==> config.mk <==
export PLATFORM = sky130hd
export DESIGN_NAME = osc_wait_gate
export DESIGN_NICKNAME = d
export VERILOG_FILES = /design/src/rtl/osc_wait_pkg.sv /design/src/rtl/osc_ctrl_reg.sv /design/src/rtl/osc_stab_counter.sv /design/src/rtl/osc_clk_gate.sv /design/src/rtl/osc_wait_gate.sv
export SDC_FILE = /design/constraint.sdc
export NUM_CORES = 1
export LEC_CHECK = 0
export ABC_CLOCK_PERIOD_IN_PS = 1500
export BUFFER_PORTS_ARGS = -buffer_cell sky130_fd_sc_hd__buf_4
export CORE_MARGIN = 1.5
export CORE_UTILIZATION = 47
export DETAILED_ROUTE_END_ITERATION = 7
export HOLD_SLACK_MARGIN = 0.03
export PLACE_DENSITY = 0.72
export SLEW_MARGIN = 20
export SYNTH_ARGS = -nofsm -noshare
export SYNTH_HDL_FRONTEND = slang
export SYNTH_SLANG_ARGS = --single-unit
export TNS_END_PERCENT = 10
==> constraint.sdc <==
create_clock -name osc_clk -period 1.5 [get_ports osc_clk]
set_input_delay 0.3 -clock osc_clk [delete_from_list [all_inputs] [get_ports osc_clk]]
set_output_delay 0.3 -clock osc_clk [all_outputs]
set_load 0.005 [all_outputs]
==> src/rtl/osc_wait_pkg.sv <==
// Shared constants and helpers for the oscillator wait gate.
// Assumes an 8-bit control register with fixed field positions.
package osc_wait_pkg;
    localparam int EN_BIT  = 2;
    localparam int RDY_BIT = 3;
    localparam int SEL_LSB = 6;
    localparam int SEL_W   = 2;

    // Wait length for a select code: a larger code gives a shorter wait.
    function automatic int unsigned wait_cycles(input logic [SEL_W-1:0] sel,
                                                input int unsigned base);
        return base << (2'd3 - sel);
    endfunction
endpackage

==> src/rtl/osc_ctrl_reg.sv <==
// Control register holding the oscillator enable and the wait-select code.
// Assumes writes are synchronous to osc_clk. Bits outside the mask stay 0.
module osc_ctrl_reg
    import osc_wait_pkg::*;
#(
    parameter int REG_W = 8
) (
    input  logic             clk,
    input  logic             rst_n,
    input  logic             wr_en,
    input  logic [REG_W-1:0] wr_data,
    output logic             osc_en,
    output logic [SEL_W-1:0] wait_sel,
    output logic [REG_W-1:0] stored
);
    localparam logic [REG_W-1:0] WR_MASK = REG_W'((1 << EN_BIT) | (3 << SEL_LSB));
    localparam logic [REG_W-1:0] RST_VAL = REG_W'(1 << EN_BIT);

    logic [REG_W-1:0] ctrl_q;

    // Register update: only the masked fields take write data.
    always_ff @(posedge clk) begin
        if (!rst_n)
            ctrl_q <= RST_VAL;
        else if (wr_en)
            ctrl_q <= (ctrl_q & ~WR_MASK) | (wr_data & WR_MASK);
    end

    assign osc_en   = ctrl_q[EN_BIT];
    assign wait_sel = ctrl_q[SEL_LSB +: SEL_W];
    assign stored   = ctrl_q & WR_MASK;
endmodule

==> src/rtl/osc_stab_counter.sv <==
// Counts oscillator edges after every start and raises ready after the
// selected count. The select code is latched on the first edge of a wait.
// Assumes osc_run is synchronous to clk.
module osc_stab_counter
    import osc_wait_pkg::*;
#(
    parameter int unsigned BASE_WAIT = 8
) (
    input  logic             clk,
    input  logic             rst_n,
    input  logic             osc_run,
    input  logic [SEL_W-1:0] wait_sel,
    output logic             ready
);
    localparam int unsigned MAX_WAIT = BASE_WAIT * 8;
    localparam int          CNT_W    = $clog2(MAX_WAIT + 1);

    logic             run_q;
    logic             ready_q;
    logic             start;
    logic [CNT_W-1:0] cnt_q, lim_q, cnt_nxt, lim_use;

    // Next-count decode: a start loads count 1 and a freshly sampled limit.
    always_comb begin
        start   = osc_run & ~run_q;
        lim_use = start ? CNT_W'(wait_cycles(wait_sel, BASE_WAIT)) : lim_q;
        cnt_nxt = start ? CNT_W'(1) : cnt_q + 1'b1;
    end

    // Counter and ready state: cleared while stopped, held once done.
    always_ff @(posedge clk) begin
        if (!rst_n) begin
            run_q   <= 1'b0;
            cnt_q   <= '0;
            lim_q   <= CNT_W'(MAX_WAIT);
            ready_q <= 1'b0;
        end else begin
            run_q <= osc_run;
            if (!osc_run) begin
                cnt_q   <= '0;
                ready_q <= 1'b0;
            end else if (start || !ready_q) begin
                cnt_q   <= cnt_nxt;
                lim_q   <= lim_use;
                ready_q <= (cnt_nxt == lim_use);
            end
        end
    end

    assign ready = ready_q;
endmodule

==> src/rtl/osc_clk_gate.sv <==
// Retimes the ready flag on the falling clock edge so the system clock
// enable never truncates a high phase. Assumes an AND-style clock gate downstream.
module osc_clk_gate (
    input  logic clk,
    input  logic rst_n,
    input  logic ready_in,
    output logic gate_en
);
    // Falling-edge capture of the ready flag.
    always_ff @(negedge clk) begin
        if (!rst_n)
            gate_en <= 1'b0;
        else
            gate_en <= ready_in;
    end
endmodule

==> src/rtl/osc_wait_gate.sv <==
// Top level: oscillator run control, stabilization counter and clock gate.
// Assumes sleep_req and register accesses are synchronous to osc_clk.
module osc_wait_gate
    import osc_wait_pkg::*;
#(
    parameter int unsigned BASE_WAIT = 8,
    parameter int          REG_W     = 8
) (
    input  logic             osc_clk,
    input  logic             rst_n,
    input  logic             wr_en,
    input  logic [REG_W-1:0] wr_data,
    input  logic             sleep_req,
    output logic [REG_W-1:0] rd_data,
    output logic             osc_run,
    output logic             clk_ready,
    output logic             sys_clk_en
);
    logic             osc_en;
    logic [SEL_W-1:0] wait_sel;
    logic [REG_W-1:0] stored;
    logic             rdy_q;

    osc_ctrl_reg #(.REG_W(REG_W)) u_reg (
        .clk      (osc_clk),
        .rst_n    (rst_n),
        .wr_en    (wr_en),
        .wr_data  (wr_data),
        .osc_en   (osc_en),
        .wait_sel (wait_sel),
        .stored   (stored)
    );

    osc_stab_counter #(.BASE_WAIT(BASE_WAIT)) u_cnt (
        .clk      (osc_clk),
        .rst_n    (rst_n),
        .osc_run  (osc_run),
        .wait_sel (wait_sel),
        .ready    (rdy_q)
    );

    osc_clk_gate u_gate (
        .clk      (osc_clk),
        .rst_n    (rst_n),
        .ready_in (clk_ready),
        .gate_en  (sys_clk_en)
    );

    // Run request, ready qualification and read mux.
    always_comb begin
        osc_run   = osc_en & ~sleep_req;
        clk_ready = rdy_q & osc_run;
        rd_data   = stored | (REG_W'(clk_ready) << RDY_BIT);
    end
endmodule

-- Word-level counts from Yosys, hierarchy flattened
Cells that the tools add are included.
- input port bits: 12
- word-level logic and storage cells: 23
- register bits after elaboration: 25
- output and inout port bits: 11
- mux-type cells: 2
- bitwise operators: 7
- eq/ne operators: 1
- reduce and logical (&&, ||, !) cells: 4
- shift-type cells: 1
- add/sub/neg operators: 2
- operators with widths (kind ; number):
    two-way mux 7 bit ; 2
    bitwise OR 6 x 8 -> 8 bit ; 1
    bitwise OR 8 x 4 -> 8 bit ; 1
    adder 7 x 1 -> 7 bit, second input constant ; 1
    equality test 7 bit ; 1
    left shift 4 x 2 -> 7 bit, first input constant ; 1
    AND reduction 2 bit ; 2
    bitwise AND 1 bit ; 3
    NOT 1 bit ; 2
    subtractor 2 bit, first input constant ; 1
    logical NOT 1 bit ; 1
    logical OR 1 bit ; 1

-- Longest topological paths before layout
- depth after elaboration: 5
- gate-level depth with buffers: 5
- gate-level depth less buffers: 5

-- Hierarchy
A second synthesis with hierarchy kept.
- cell total of the unflattened synthesis: 107
- area total of the unflattened synthesis: 985.9 sq um
- by module, submodules not included (module ; seq. area each (sq um) ; instances ; area each (sq um) ; cells an instance):
    osc_stab_counter ; 320.3 ; 1 ; 762.0 ; 83
    osc_ctrl_reg ; 60.1 ; 1 ; 170.2 ; 18
    osc_clk_gate ; 20.0 ; 1 ; 30.0 ; 3
    osc_wait_gate ; 0.0 ; 1 ; 23.8 ; 3

==> run summary <==
### Status
• run status: finished with violations
• violations in the final reports: setup timing

### Routing
• length of the first detailed-routing pass in iterations: 3
• First DRT Iteration DRCs: 3
• remaining antenna violation count after routing: 0
• drt wl/cell: 11.74 um
• routed via count divided by cell count: 5.033
• DR vias: 765
• count of unresolved DRC violations after routing: 0
• final wirelength: 1784 um

### Synth
• number of library cell types mapped by synthesis: 38
• Synthesis Warnings: 0
• Seq cells post-synth: 20
• post-synthesis instance area: 1042 sq um
• share of the yosys chip area belonging to registers: 38.42%
• post-synthesis cell count: 107
• synthesized area divided by synthesized cell count: 9.741 sq um

### Worst setup path
• Required @ worst endpoint: 1200 ps
• critical path depth in cells: 1
• data arrival time of the critical path: 1520 ps
• critical path cell sequence: buf_6
• Register-to-Register Setup Slack: 60 ps
• Crit Path Max Fanout: 1
• longest individual stage delay on the worst path: 310 ps
• standard cell with the maximum stage delay on the critical path: dfxtp_2
• cell type group with the largest total delay on the critical path: flip-flops
• worst reg2reg endpoint: u_gate.gate_en
• type of the setup path with the least slack: flop to output pin
• startpoint of the lowest-slack register-to-register path: u_reg.ctrl_q[2]
• nature of the critical path startpoint: flop
• worst r2r path cells: 2
• buffering stage count on the worst path with inverters included: 1
• type of destination of the critical path: output pin
• crit path from: u_gate.gate_en
• timing endpoint of the critical path: sys_clk_en

### Floorplanning
• initial cell density of the core: 51.55%
• I/O pin total: 23
• die height: 50.09 um
• die area: 2509 sq um
• DIE WIDTH: 50.09 um
• # rows: 16
• core region area: 2022 sq um

### Power
• combinational fraction of design power: 10.6%
• power density cells: 792.3 nW/um^2
• largest vdd supply drop: 0.0006816 V
• Seq pwr share: 56.8%
• fraction of power consumed by the clock network: 32.6%
• internal portion of total power: 755.1 uW
• Switching Fraction: 22.90%
• Leak Pwr: 0.5129 nW
• switching pwr: 224.3 uW

### Finish
• post-layout net count: 139
• sequential standard cell area: 402.9 sq um
• antenna diode instance count: 0
• fill cell count: 191
• post-route cell area: 1236 sq um
• Area Overhead vs Synth: 18.61%
• share of cells above drive strength 1: 28.80%
• area occupied by multi-input gates: 575.6 sq um
• commonest cells after routing, fill and taps aside: buf_4, dfxtp_1, nand2_1, xnor2_1, nor2_1

### Clocking
• H-tree lvl count: 1
• clock transition at the registers of the reported paths: 110 ps
• TritonCTS clock tree: done
• cell chosen for the clock root: clkbuf_4
• total clock buffers created by CTS: 3
• clock latency on the worst-skew pair: 360 ps
• clk sinks: 20
• Max Root-Sink Buffers: 2

### STA
• unrepaired setup endpoints after global routing: yes
• endpoints failing hold: 0
• accumulated negative setup slack: -318.3 ps
• Post-Route Skew: 54.55 ps
• Setup Viol. Count Final: 1
• number of max-slew violations in the final report: 0
• slack of the critical path: -318.3 ps

### Place
• pre-CTS setup slack: 22.83 ps
• number of port buffers: 13
• Routability Congestion: 0.7823
• Detail Placement HPWL: 1392 um
• Area after DPL: 1177 sq um

### GRT
• maximum number of pins on one net before global-route repair: 12
• overall fraction of global-route tracks in use: 16.25%
• number of antenna violations at the first check in global routing: 0
• Remaining Overflow, GRT: 0
• global-route wire length before repair: 3022 um
• number of global-route vias before repair: 677

### Worst hold path
• startpoint of the tightest hold check path: rst_n
• min-delay worst type: primary input to flop

### Job
• max capacitance violation total: 0

## sequential cells by signal, summed over array words and instances (netlist names)
| register | flops |
|---|---|
| u_cnt.cnt_q | 7 |
| u_cnt.lim_q | 7 |
| u_reg.ctrl_q | 3 |
| u_cnt.ready | 1 |
| u_cnt.run_q | 1 |
| u_gate.gate_en | 1 |
## layer usage
layer	track usage [%]	share of wire (%)	vias to the layer above
met3	3.636	2.2	5
li1	-	-	391
met2	24.78	48	10
met4	9.722	2.4	0
met1	20.76	47	359
met5	0	0	-
## kinds of logic (layout without fill, tap and decap cells)
family / count (synthesis) / in the layout / synth area share (%)
xor gates and xnor gates: 15 / 15 / 14.05
buffers and inverters: 13 / 28 / 7.922
other: 1 / 4 / 0.3598
and+or+nand+nor: 39 / 39 / 23.29
AOI/OAI and AO/OA: 14 / 14 / 10.92
adders and majority gates: 1 / 1 / 1.200
muxes: 4 / 4 / 3.842
DFF: 20 / 20 / 38.41
## cell usage after synthesis, drive strengths merged
cell    instances  area [sq um]
mux2i           4         40.04
nand2b          1         8.760
nand3           4         32.53
o311ai          1         8.760
nand4b          2         17.52
and3            4         25.02
clkbuf          1         3.750
xnor2           9         78.83
o21ai           2         10.01
and2b           1         7.510
nor2b           3         26.27
o211a           1         10.01
ha              1         12.51
nor3            1         5.000
or3             2         12.51
o31ai           1         7.510
a41oi           2         25.03
nand2           9         33.78
dfxtp          20         400.4
xor2            5         43.79
xor3            1         23.77
buf            10         71.31
inv             2         7.510
conb            1         3.750
or3b            2         17.52
nor4b           1         15.01
nor2            6         22.52
and2            2         12.51
a21boi          4         30.02
a21oi           2         10.01
nor4            1         6.260
a211oi          1         12.51
## power by group through the flow
stage | sequential [mW] | clock [mW] | combinational [mW]
floorplan | 0.565 | 0.00834 | 0.0738
global placement | 0.568 | 0.00834 | 0.101
detailed placement | 0.568 | 0.00834 | 0.103
CTS | 0.556 | 0.335 | 0.106
global route | 0.559 | 0.347 | 0.115
finish | 0.556 | 0.319 | 0.104
## final cells by class
cell class / count / area share [%]
Clock inverter: 1 / 0.3036
Inverter: 1 / 0.3036
Clock buffer: 4 / 2.935
Multi-Input combinational cell: 77 / 46.56
Sequential cell: 20 / 32.59
Tap cell: 27 / 2.733
Timing Repair Buffer: 22 / 14.57
## metrics by stage
stage	util [%]	std cells	hold slack [ps]	power, mW
6_report	61.14	152	171.9	0.9794
3_5_place_dp	58.23	148	476.2	0.6795
4_1_cts	60.40	152	159.7	0.9969
3_3_place_gp	58.23	148	472.7	0.6771
2_1_floorplan	-	110	428.4	0.6472
5_1_grt	61.14	152	169.5	1.021
## how the worst min path moves through the flow
| stage | endpoint | depth (start not counted) | slack, ps |
|---|---|---|---|
| global route | u_reg.ctrl_q[2] | 2 | 170 |
| detailed placement | u_cnt.lim_q[4] | 2 | 480 |
| finish | u_reg.ctrl_q[2] | 2 | 170 |
| CTS | u_reg.ctrl_q[2] | 2 | 160 |
| floorplan | u_reg.ctrl_q[2] | 2 | 430 |
| global placement | u_cnt.lim_q[3] | 2 | 470 |
## what timing repair did
action,in CTS,in global routing
gates resized for setup,3,5
cloned,0,0
hold endpoints to repair,0,0
buffers inserted,0,0
hold buffers,0,0
endpoints found under the setup margin,3,4
Note: power is estimated with default switching activity, not from simulation.
